**src/rtl/wwd_pkg.sv**
```systemverilog
package wwd_pkg;
  typedef enum logic {PH_CLOSED = 1'b0, PH_OPEN = 1'b1} phase_e;
endpackage

```
**src/rtl/trig_front.sv**
```systemverilog
module trig_front #(
  parameter int SYNC_STAGES = 2
) (
  input  logic clk,
  input  logic rst,
  input  logic pin,
  input  logic wr,
  output logic trig
);
  logic [SYNC_STAGES:0] chain;
  logic                 rise;

  always_ff @(posedge clk) begin
    if (rst) chain <= '0;
    else     chain <= {chain[SYNC_STAGES-1:0], pin};
  end

  assign rise = chain[SYNC_STAGES-1] & ~chain[SYNC_STAGES];
  // A pin edge and a strobe together form a single service
  assign trig = rise | wr;
endmodule

```
**src/rtl/window_timer.sv**
```systemverilog
module window_timer
  import wwd_pkg::*;
#(
  parameter int LEN_W = 16
) (
  input  logic             clk,
  input  logic             rst,
  input  logic             en,
  input  logic             trig,
  input  logic [LEN_W-1:0] closed_len,
  input  logic [LEN_W-1:0] open_len,
  output logic             good_ev,
  output logic             bad_ev,
  output logic             open_now
);
  localparam int EW = LEN_W + 1;

  phase_e           phase;
  logic [LEN_W-1:0] cnt;
  logic [EW-1:0]    cnt_inc;
  logic             closed_end, open_end;

  assign cnt_inc    = {1'b0, cnt} + EW'(1);
  assign closed_end = cnt_inc >= {1'b0, closed_len};
  assign open_end   = cnt_inc >= {1'b0, open_len};

  always_comb begin
    good_ev = en & trig & (phase == PH_OPEN);
    bad_ev  = en & ((trig & (phase == PH_CLOSED)) |
                    (~trig & (phase == PH_OPEN) & open_end));
  end

  always_ff @(posedge clk) begin
    if (rst || !en) begin
      phase <= PH_CLOSED;
      cnt   <= '0;
    end else if (good_ev || bad_ev) begin
      phase <= PH_CLOSED;
      cnt   <= '0;
    end else if (phase == PH_CLOSED && closed_end) begin
      phase <= PH_OPEN;
      cnt   <= '0;
    end else begin
      cnt   <= cnt_inc[LEN_W-1:0];
    end
  end

  assign open_now = (phase == PH_OPEN);


  restart_chk: assert property (@(posedge clk) disable iff (rst)
    (good_ev || bad_ev) |=> (phase == PH_CLOSED && cnt == '0));


  open_bound_chk: assert property (@(posedge clk) disable iff (rst)
    (phase == PH_OPEN && open_len != '0) |-> (cnt < open_len));


  closed_bad_chk: assert property (@(posedge clk) disable iff (rst)
    (en && trig && phase == PH_CLOSED) |-> (bad_ev && !good_ev));
endmodule

```
**src/rtl/err_score.sv**
```systemverilog
module err_score #(
  parameter int ERR_W = 4
) (
  input  logic             clk,
  input  logic             rst,
  input  logic             good_ev,
  input  logic             bad_ev,
  input  logic [ERR_W-1:0] threshold,
  output logic [ERR_W-1:0] score,
  output logic             fault,
  output logic             good_p,
  output logic             bad_p
);
  localparam logic [ERR_W-1:0] MAXV = {ERR_W{1'b1}};

  logic [ERR_W-1:0] nxt;

  always_comb begin
    nxt = score;
    if (bad_ev)       nxt = (score >= MAXV - ERR_W'(1)) ? MAXV : score + ERR_W'(2);
    else if (good_ev) nxt = (score == '0) ? '0 : score - ERR_W'(1);
  end

  always_ff @(posedge clk) begin
    if (rst) begin
      score  <= '0;
      fault  <= 1'b0;
      good_p <= 1'b0;
      bad_p  <= 1'b0;
    end else begin
      score  <= nxt;
      fault  <= nxt > threshold;
      good_p <= good_ev;
      bad_p  <= bad_ev;
    end
  end


  bad_up_chk: assert property (@(posedge clk) disable iff (rst)
    bad_ev |=> (score > $past(score) || score == MAXV));


  good_down_chk: assert property (@(posedge clk) disable iff (rst)
    good_ev |=> (score < $past(score) || score == '0));


  excl_chk: assert property (@(posedge clk) disable iff (rst)
    $onehot0({good_p, bad_p}));
endmodule

```
**src/rtl/trig_window_guard.sv**
```systemverilog
module trig_window_guard #(
  parameter int LEN_W       = 16,
  parameter int ERR_W       = 4,
  parameter int SYNC_STAGES = 2
) (
  input  logic             clk,
  input  logic             rst,
  input  logic             cfg_enable,
  input  logic [LEN_W-1:0] cfg_closed_len,
  input  logic [LEN_W-1:0] cfg_open_len,
  input  logic [ERR_W-1:0] cfg_threshold,
  input  logic             trig_pin,
  input  logic             trig_wr,
  output logic             good_pulse,
  output logic             bad_pulse,
  output logic [ERR_W-1:0] err_count,
  output logic             fault_req,
  output logic             in_open
);
  logic trig, good_ev, bad_ev;

  trig_front #(.SYNC_STAGES(SYNC_STAGES)) u_front (
    .clk(clk), .rst(rst), .pin(trig_pin), .wr(trig_wr), .trig(trig)
  );

  window_timer #(.LEN_W(LEN_W)) u_timer (
    .clk(clk), .rst(rst), .en(cfg_enable), .trig(trig),
    .closed_len(cfg_closed_len), .open_len(cfg_open_len),
    .good_ev(good_ev), .bad_ev(bad_ev), .open_now(in_open)
  );

  err_score #(.ERR_W(ERR_W)) u_score (
    .clk(clk), .rst(rst), .good_ev(good_ev), .bad_ev(bad_ev),
    .threshold(cfg_threshold), .score(err_count), .fault(fault_req),
    .good_p(good_pulse), .bad_p(bad_pulse)
  );


  hold_chk: assert property (@(posedge clk) disable iff (rst)
    (!cfg_enable && !$past(rst)) |=> $stable(err_count));
endmodule

```
**config.mk**
```make
export PLATFORM = sky130hd
export DESIGN_NAME = trig_window_guard
export DESIGN_NICKNAME = d
export VERILOG_FILES = /design/src/rtl/wwd_pkg.sv /design/src/rtl/trig_front.sv /design/src/rtl/window_timer.sv /design/src/rtl/err_score.sv /design/src/rtl/trig_window_guard.sv
export SDC_FILE = /design/constraint.sdc
export NUM_CORES = 1
export LEC_CHECK = 0
export BUFFER_PORTS_ARGS = -buffer_cell sky130_fd_sc_hd__buf_2
export CAP_MARGIN = 20
export CORE_UTILIZATION = 40
export CTS_BUF_LIST = sky130_fd_sc_hd__clkbuf_8 sky130_fd_sc_hd__clkbuf_16
export CTS_CLUSTER_SIZE = 40
export DETAILED_ROUTE_END_ITERATION = 8
export PLACE_DENSITY = 0.65
export RECOVER_POWER = 50
export SETUP_SLACK_MARGIN = 0.3
export SYNTH_ARGS = -nofsm -noshare
export SYNTH_HDL_FRONTEND = slang
export SYNTH_SLANG_ARGS = --single-unit
export TNS_END_PERCENT = 1
```
**constraint.sdc**
```tcl
create_clock -name clk -period 8.9 [get_ports clk]
set_input_delay 0.89 -clock clk [delete_from_list [all_inputs] [get_ports clk]]
set_output_delay 0.89 -clock clk [all_outputs]
set_load 0.005 [all_outputs]
```
=== Word level (Yosys, flattened, before mapping) ===
Cells that the tools add are included.

* Logic and storage cells: 37
* Memories kept: 0
* Memory bits (read-only): 0
* Bits in registers: 27
* Output and inout bits: 8
* Latch bits: 0
* Bits in writable memories: 0
* Input bits: 41

* Shift operators: 0
* $mul: 0
* Add/subtract/negate cells: 3
* Divide/modulo/power cells: 0
* Equal/unequal tests: 0
* Reductions and logical operators: 7
* Muxes and demuxes: 4
* Bitwise logic cells: 12
* Magnitude comparators: 4

{| class="wikitable"
|+ Operator list
! operator !! count
|-
| 17-bit by 16-bit >= comparator with 1-bit output || 2
|-
| 16-bit by 1-bit adder with 17-bit output, second input constant || 1
|-
| 4-bit two-way mux || 4
|-
| 1-bit bitwise AND || 7
|-
| 4-bit by 2-bit adder with 4-bit output, second input constant || 1
|-
| 4-bit >= comparator, second input constant || 1
|-
| 4-bit > comparator || 1
|-
| 4-bit logical NOT || 1
|-
| 4-bit by 1-bit subtractor with 4-bit output, second input constant || 1
|-
| 1-bit NOT || 3
|-
| 3-bit OR reduction || 1
|-
| 1-bit logical OR || 2
|-
| 1-bit bitwise OR || 2
|-
| 2-bit OR reduction || 1
|-
| 1-bit logical AND || 1
|-
| 1-bit logical NOT || 1
|}

=== Depth between registers and ports, before layout ===
Gate-level depths: netlist of run 1.

* Depth after elaboration: 10
* Gate-level depth with buffers: 20
* Gate-level depth less buffers: 20

=== Cells and area by module ===
From an unflattened synthesis of run 1, not the netlist that was laid out.

* Cells, all modules: 277
* Area, all modules: 2349.8 sq um

{| class="wikitable"
|+ Modules (own cells, without submodules)
! module !! times used !! area an instance (sq um) !! cells an instance
|-
| window_timer || 1 || 1739.2 || 210
|-
| err_score || 1 || 520.5 || 59
|-
| trig_front || 1 || 90.1 || 8
|}

=== Worst setup path before layout of run 1 ===
Ideal clock, no wire load.

* Kind: flip-flop to flip-flop
* From: register u_timer.cnt[0]
* To: register u_score.fault
* Stages on the path, launching flop included: 21
* Path buffers: 0
* Path slack: 5027 ps
* Arrival time: 3760 ps
* Data required time: 8786 ps
* Cells stage by stage: dfxtp_1 ha_1 nand3_1 nor2_1 nand4_1 xor2_1 inv_1 ha_1 nand3_1 nor3_1 a221o_1 nor4_4 o211ai_1 a21bo_1 nand3_1 ha_1 nor2b_1 o21ai_0 nand2b_1 a21oi_1 nor2_1

* Longest elaborated chain between the ends: 7

{| class="wikitable"
|+ Ends and longest elaborated chain
! item !! line !! text
|-
| start: declaration || window_timer.sv:19 || <nowiki>logic [LEN_W-1:0] cnt;</nowiki>
|-
| start signal: assignment || window_timer.sv:44 || <nowiki>cnt <= cnt_inc[LEN_W-1:0];</nowiki>
|-
| 16-bit by 1-bit adder with 17-bit output || window_timer.sv:23 || <nowiki>assign cnt_inc = {1'b0, cnt} + EW'(1);</nowiki>
|-
| net u_timer.cnt_inc[14] || window_timer.sv:20 || <nowiki>logic [EW-1:0] cnt_inc;</nowiki>
|-
| 17-bit by 16-bit >= comparator with 1-bit output || window_timer.sv:25 || <nowiki>assign open_end = cnt_inc >= {1'b0, open_len};</nowiki>
|-
| 1-bit bitwise AND || window_timer.sv:30 || <nowiki>(~trig & (phase == PH_OPEN) & open_end));</nowiki>
|-
| 1-bit bitwise OR || window_timer.sv:29 || <nowiki>bad_ev = en & ((trig & (phase == PH_CLOSED)) |</nowiki>
|-
| 1-bit bitwise AND || window_timer.sv:29 ||
|-
| 4-bit two-way mux || err_score.sv:20 || <nowiki>if (bad_ev) nxt = (score >= MAXV - ERR_W'(1)) ? MAXV : score + ERR_W'(2);</nowiki>
|-
| net u_score.nxt[1] || err_score.sv:16 || <nowiki>logic [ERR_W-1:0] nxt;</nowiki>
|-
| 4-bit > comparator || err_score.sv:32 || <nowiki>fault <= nxt > threshold;</nowiki>
|-
| end signal: assignment || err_score.sv:32 ||
|-
| end: declaration || err_score.sv:10 || <nowiki>output logic fault,</nowiki>
|}

The timed path passes the listed nets, and every way through them passes these cells.
A chain may end at the register's enable or synchronous reset.

=== Final worst setup path of run 1 ===
Same ends and word-level chain as after synthesis.

==> results of run 1 <==
==> power by group through the flow <==
stage | Combinational, mW | Clock (mW) | Sequential, mW
floorplan | 0.0225 | 0 | 0.127
global placement | 0.0367 | 0 | 0.127
detailed placement | 0.0376 | 0 | 0.127
CTS | 0.0380 | 0.0698 | 0.125
global route | 0.0434 | 0.0755 | 0.125
finish | 0.0374 | 0.0673 | 0.125
==> metrics by stage <==
stage / util (%) / hold WS (ns) / std cells / area, µm² / setup slack, ns
2_1_floorplan: - / 0.414 / 276 / 2210 / 5.03
3_3_place_gp: 48.5 / 0.422 / 391 / 2530 / 4.70
3_5_place_dp: 48.5 / 0.445 / 391 / 2530 / 4.56
4_1_cts: 49.4 / 0.460 / 395 / 2570 / 4.52
5_1_grt: 49.1 / 0.481 / 395 / 2550 / 3.43
6_report: 49.1 / 0.455 / 395 / 2550 / 3.91
==> critical path, stage by stage (launching register included) <==
cell and delay (ns):
dfxtp_1 0.45, ha_1 0.23, nand3_1 0.14, nor2_1 0.31, and3_1 0.22, xnor2_1 0.14, inv_1 0.09, ha_1 0.30
nand4_1 0.14, nor3_1 0.06, a221o_1 0.34, nor4_1 1.06, o22ai_1 0.28, a21bo_1 0.27, nand3_1 0.09, ha_1 0.24
nor2b_1 0.13, o21ai_0 0.13, nand2b_1 0.07, a21oi_1 0.14, nor2_1 0.05
==> metal layers <==
metal	vias up	part of all wire, %
met2	58	44
met1	818	50
met4	0	0.94
met3	5	5.1
li1	1041	-
met5	-	0
==> worst max-delay path by stage <==
stage	from	end	slack, ns	cells past startpoint
detailed placement	u_timer.cnt[0]$_SDFF_PP0_	u_score.fault$_SDFF_PP0_	4.56	20
finish	u_timer.cnt[0]$_SDFF_PP0_	u_score.fault$_SDFF_PP0_	3.91	20
floorplan	u_timer.cnt[0]$_SDFF_PP0_	u_score.fault$_SDFF_PP0_	5.03	20
global route	u_timer.cnt[0]$_SDFF_PP0_	u_score.fault$_SDFF_PP0_	3.43	20
CTS	u_timer.cnt[0]$_SDFF_PP0_	u_score.fault$_SDFF_PP0_	4.52	20
global placement	u_timer.cnt[0]$_SDFF_PP0_	u_score.fault$_SDFF_PP0_	4.70	20
==> registers in the layout, indices dropped and copies added, names as in the netlist <==
signal and flops:
u_score.bad_p 1, u_front.chain 3, u_timer.open_now 1, u_score.fault 1
u_score.score 4, u_timer.cnt 16, u_score.good_p 1
==> cell type report <==
type,instances,area share [%]
Multi-Input combinational cell,194,56.7
Sequential cell,27,21.2
Timing Repair Buffer,48,9.30
Inverter,52,7.64
Tap cell,70,3.43
Clock buffer,3,1.62
Clock inverter,1,0.196
==> cells by family after synthesis <==
| family | count (synthesis) |
|---|---|
| fa+ha+maj | 40 |
| flops | 27 |
| buf+inv | 55 |
| simple gates | 90 |
| mux | 1 |
| xor+xnor | 15 |
| compound gates | 48 |
==> Yosys cell counts, drive strengths merged (2+ instances only) <==
| cell type | number | share of area [%] |
|---|---|---|
| clkbuf | 2 | 0.34 |
| o21ai | 9 | 2.0 |
| a21o | 6 | 2.0 |
| inv | 52 | 8.8 |
| and4 | 4 | 1.7 |
| xor2 | 6 | 2.4 |
| nand2b | 2 | 0.57 |
| dfxtp | 27 | 24 |
| nor4 | 2 | 1.2 |
| and3 | 2 | 0.79 |
| or2 | 2 | 0.57 |
| nor2 | 32 | 5.5 |
| a31oi | 3 | 1.1 |
| o21a | 2 | 0.68 |
| nor2b | 9 | 2.5 |
| a21oi | 9 | 2.0 |
| a221o | 2 | 0.90 |
| xnor2 | 9 | 3.6 |
| nand3 | 8 | 1.8 |
| a32oi | 2 | 1.1 |
| nand2 | 12 | 2.0 |
| ha | 40 | 23 |
| nand4 | 10 | 2.8 |
| o211ai | 5 | 1.7 |
| nor3 | 4 | 0.90 |
==> impl_results.md, run 1 <==
- Largest family of logic cells by synthesized area: adder cells
- Synth Area in Compound Gates: roughly 15%
- Post-synthesis mux area share: 0.509%
- Distinct cells, synth: 47
- Crit Path Max Fanout: 8
- IR drop worst, VDD: 0.0587 mV
- Diodes inserted: 0
- FF-to-FF Start: u_timer.cnt[0]$_SDFF_PP0_
- DR vias: 1922
- Overall Power: about 0.23 mW
- Setup Fix Bufs, Post-CTS: 0
- Number of synthesized register bits: 27
- Relative slew slack: between 10 and 15%
- Die extent in y: 76.4 µm
- Vias in the first global route: 1956
- Hold path endpoint: u_front.chain[1]$_SDFF_PP0_
- Area grow syn2layout: 15.4%
- Slew @ Worst Pin: approximately 1.3 ns
- Sequential Power Share: 54.3%
- Share of cells above drive strength 1: 17.5%
- YS warnings: 0
- Syn Inst Count: 276
- Cell leakage power: 1.44 nW
- Largest net degree at the start of global routing: 17
- GRT met1 Usage: 21.2%
- FF+latch area: 541 µm²
- PortBufs: 48
- Post-Synth XOR/XNOR Area: 5.94%
- Synthesized-area fraction occupied by and/or/nand/nor cells: between 20% and 30%
- Post-Synth Adder-Cell Area: 22.6%
- Remaining Overflow, GRT: 0
- Sink Count: 27
- Fin crit period: 4.99 ns
- Seq/Total Area, Yosys: 24.4%
- Filler cells: 520
- Clk slew on worst S/H paths: ~0.090 ns
- Multi-input gate area: ~1400 µm²
- Clock Skews: 0.00740 ns
- Commonest non-fill, non-tap cell in the layout: inv_1
- Kind of critical path: flip-flop to flip-flop
- Starting Density: a little over two fifths
- RD Place Congestion: roughly 0.86
- Net switching fraction of the power: 24.9%
- Total GRT Usage: 16.9%
- R2R Path End: u_score.fault$_SDFF_PP0_
- Antenna viol nets, final: 0
- Achievable Freq: 200 MHz
- GRT busiest layer: met2
- DR vias/cell: just under 5
- H-Tree Depth: 1
- Core Region: 5200 µm²
- Unrepaired setup endpoints after global routing: no
- Clk Latency, worst-skew pair: 0.27 ns
- R2R setup slack: 3.91 ns
- Met2 GRT Util: 30.0%
- Clock buffer depth: 2
- Mean routed wirelength per cell: approximately 11 µm
- Grt met3 use: between 1.5 and 2%
- Final Hold Vio Count: 0
- Clk network pwr share: 29.4%
- Drt drc: 0
- Die footprint: 5830 µm²
- Mapped cell area: 2210 µm²
- Root buf cell: clkbuf_8
- Syn_nets: 357
- Async SR Flop Fraction: 0%
- Drt first pass iters: 4
- Hold Crit Depth: 1
- Hold-fix buffers, CTS: 0
- Final Setup Violations: 0
- Arr. time, crit path: 5.15 ns
- Net Sw Power: 0.0571 mW
- Inserted Clock Buffers: 3
- Crit path capture type: flip-flop
- Nets: 407
- Pint: about 0.17 mW
- Total wire length: 4490 µm
- DP HPWL: 3810 µm
- CTS tree: built
- Final-report max-slew violation count: 0
- Crit path launch type: flip-flop
- Combinational power share: 16.3%
- Cells on worst reg2reg path: 20
- Die Wd: about 76 µm
- Max-cap violations: 0
- Crit share post-route: a little under three fifths
- First-pass GRT wire length: 8170 µm
- HP Start: u_front.chain[0]$_SDFF_PP0_
- Commonest cells after routing, fill and taps aside: inv_1 (52), buf_2 (46), ha_1 (40), nor2_1 (31), dfxtp_1 (27)
- Critical Path RT: approximately 9 ns
- PostCTS Resize Cnt: 0
- Ports: 49
- Synth Flop Type: dfxtp_1
- Syn Area/Cell: 8.02 µm²
- Final setup TNS: 0 ns
- Status: finished clean
- Post-synth EDFFs: 0
- HP Class: flip-flop to flip-flop
- Pwr dens: about 90 nW/µm²
- Initial antenna violation count: 0
- Cell Rows: 26
- DR iter-0 viols: between 60 and 70
(Power assumes the default switching activity.)
==> inputs of run 2 (changes only) <==
PLACE_DENSITY = 0.67   (was 0.65)
clock period = 4.4 ns   (was 8.9 ns; I/O delays follow)
==> impl_results.md, run 2 (synthesis gave the netlist of run 1 again) <==
- Inserted Clock Buffers: 3
- DR vias: 2028
- PortBufs: 48
- Largest net degree at the start of global routing: 15
- Final setup TNS: 0 ns
- Final Hold Vio Count: 0
- Relative slew slack: 46.6%
- Hold-fix buffers, CTS: 0
- Achievable Freq: ~250 MHz
- Area grow syn2layout: 23.2%
- Share of cells above drive strength 1: 23.7%
- Sequential Power Share: 54.0%
- Final Setup Violations: 0
- Cell Rows: 26
- Clk network pwr share: 29.3%
- Delay of the slowest critical-path stage: 0.53 ns
- Antenna viol nets, final: 0
- Die extent in y: 76.4 µm
- IR drop worst, VDD: 0.187 mV
- Reg with most FFs: u_timer.cnt
- Mean routed wirelength per cell: 12.1 µm
- Sink Count: 27
- Max reg flops: 16
- Commonest cells after routing, fill and taps aside: inv_1 (53), buf_2 (42), ha_1 (40), nor2_1 (28), dfxtp_1 (22)
- Kind of critical path: flip-flop to flip-flop
- Core Region: 5200 µm²
- Commonest non-fill, non-tap cell in the layout: inv_1
- Root buf cell: clkbuf_8
- Most used cell, CP: ha_1
- RD Place Congestion: 0.853
- Clock buffer depth: 2
- Die Wd: 76.4 µm
- Crit path capture type: flip-flop
- Fin crit period: between 3 and 4 ns
- Pint: 0.348 mW
- Starting Density: 42.5%
- Slew @ Worst Pin: around 0.80 ns
- Initial antenna violation count: 0
- Critical Path RT: 4.57 ns
- Nets: 420
- CTS tree: built
- Net switching fraction of the power: between 20% and 30%
- Drt drc: 0
- Max-cap violations: 0
- Net Sw Power: 0.117 mW
- Unrepaired setup endpoints after global routing: no
- Overall Power: between 0.4 and 0.5 mW
- Crit path launch type: flip-flop
- Arr. time, crit path: 4.12 ns
- Die footprint: between 5000 and 6000 µm²
- Diodes inserted: 0
- Vias in the first global route: just under 2000
- Status: finished clean
- Drt first pass iters: 5
- Cell leakage power: between 1 and 1.5 nW
- DR vias/cell: 4.97
- Combinational power share: 16.7%
- HP Class: input port to flip-flop
- Crit path cell chain: ha_1 -> nand3_4 -> nor2_4 -> and3_1 -> xnor2_1 -> inv_1 -> ha_1 -> nand4_1 -> or4_4 -> a31oi_4 -> nor4_4 -> o22ai_1 -> a21bo_1 -> nand3_1 -> ha_1 -> nor2b_1 -> o21ai_1 -> nand2b_1 -> a21oi_1 -> nor2_1
- Ports: 49
- Layout Utilization: 52.4%
- DR iter-0 viols: 55
- Clock Skews: approximately 0.0043 ns
- Total GRT Usage: 17.2%
- Pwr dens: 170 nW/µm²
- Remaining Overflow, GRT: 0
- DP HPWL: 3940 µm
- Crit share post-route: 89.9%
- Top Registers: u_timer.cnt (16), u_score.score (4), u_front.chain (3)
- Clk slew on worst S/H paths: approximately 0.09 ns
- Final-report max-slew violation count: 0
- Total wire length: roughly 4900 µm
- Clk Latency, worst-skew pair: ~0.27 ns
- H-Tree Depth: 1
- Crit Path Max Fanout: 5
- Final hold slack: around 0.38 ns
- Worst path slowest cell: or4_4
- First-pass GRT wire length: 8300 µm
-- run 2: cell types whose count changed in the layout (fill, tap and decap cells not counted), sizes merged --
cell	before	now
buf	46	55
clkbuf	5	9
clkinv	1	0
inv	52	53
-- run 2: layer usage --
| metal | vias to the layer above | GRT usage [%] | wire [µm] |
|---|---|---|---|
| met2 | 55 | 30.1 | 2410 |
| li1 | 1071 | - | - |
| met4 | 0 | 5.77 | 19 |
| met3 | 2 | 2.28 | 200 |
| met1 | 900 | 21.6 | 2310 |
| met5 | - | 0 | 0 |
-- run 2: what timing repair did --
action	CTS	global route
gates resized for setup	4	19
pin swaps	1	13
cloned	0	0
setup buffers	0	11
setup endpoints to repair	1	1
-- run 2: area by class of cell --
class / instances / area, µm²
Timing Repair Buffer: 61 / 330
Fill cell: 492 / 2480
Inverter: 52 / 195
Clock buffer: 3 / 41.3
Clock inverter: 1 / 3.75
Multi-Input combinational cell: 194 / 1520
Tap cell: 70 / 87.6
Sequential cell: 27 / 552
-- run 2: critical path, delay by kind of cell, from the launching register on --
kind	cells	cell delay, ns
adder cells (fa/ha/maj)	3	0.82
flip-flops	1	0.37
buffers and inverters	1	0.09
AND/OR/NAND/NOR	10	1.58
XOR/XNOR	1	0.14
AO/OA/AOI/OAI	5	0.86
-- run 2: final timing paths --
check | from | endpoint | slack [ns] | cells past startpoint
worst min-delay path | trig_pin | u_front.chain[0]$_SDFF_PP0_ | 0.38 | 2
worst max-delay path | u_timer.cnt[0]$_SDFF_PP0_ | u_score.fault$_SDFF_PP0_ | 0.45 | 20
worst max register to register | u_timer.cnt[0]$_SDFF_PP0_ | u_score.fault$_SDFF_PP0_ | 0.45 | 20
worst min register to register | u_front.chain[0]$_SDFF_PP0_ | u_front.chain[1]$_SDFF_PP0_ | 0.45 | 1
-- run 2: per-stage QoR --
stage                     cell area [µm²]  worst slack (ns)  std cells
after floorplan                      2210             0.527        276
after global placement               2540             0.310        393
after detailed placement             2540             0.114        393
after CTS                            2600             0.311        397
after global routing                 2730             0.194        408
final                                2730             0.446        408
-- run 2: power groups by stage --
stage	sequential, mW	combinational (mW)	clock, mW
floorplan	0.257	0.0456	0
global placement	0.258	0.0744	0
detailed placement	0.257	0.0761	0
CTS	0.252	0.0766	0.140
global route	0.252	0.0895	0.153
finish	0.251	0.0774	0.136
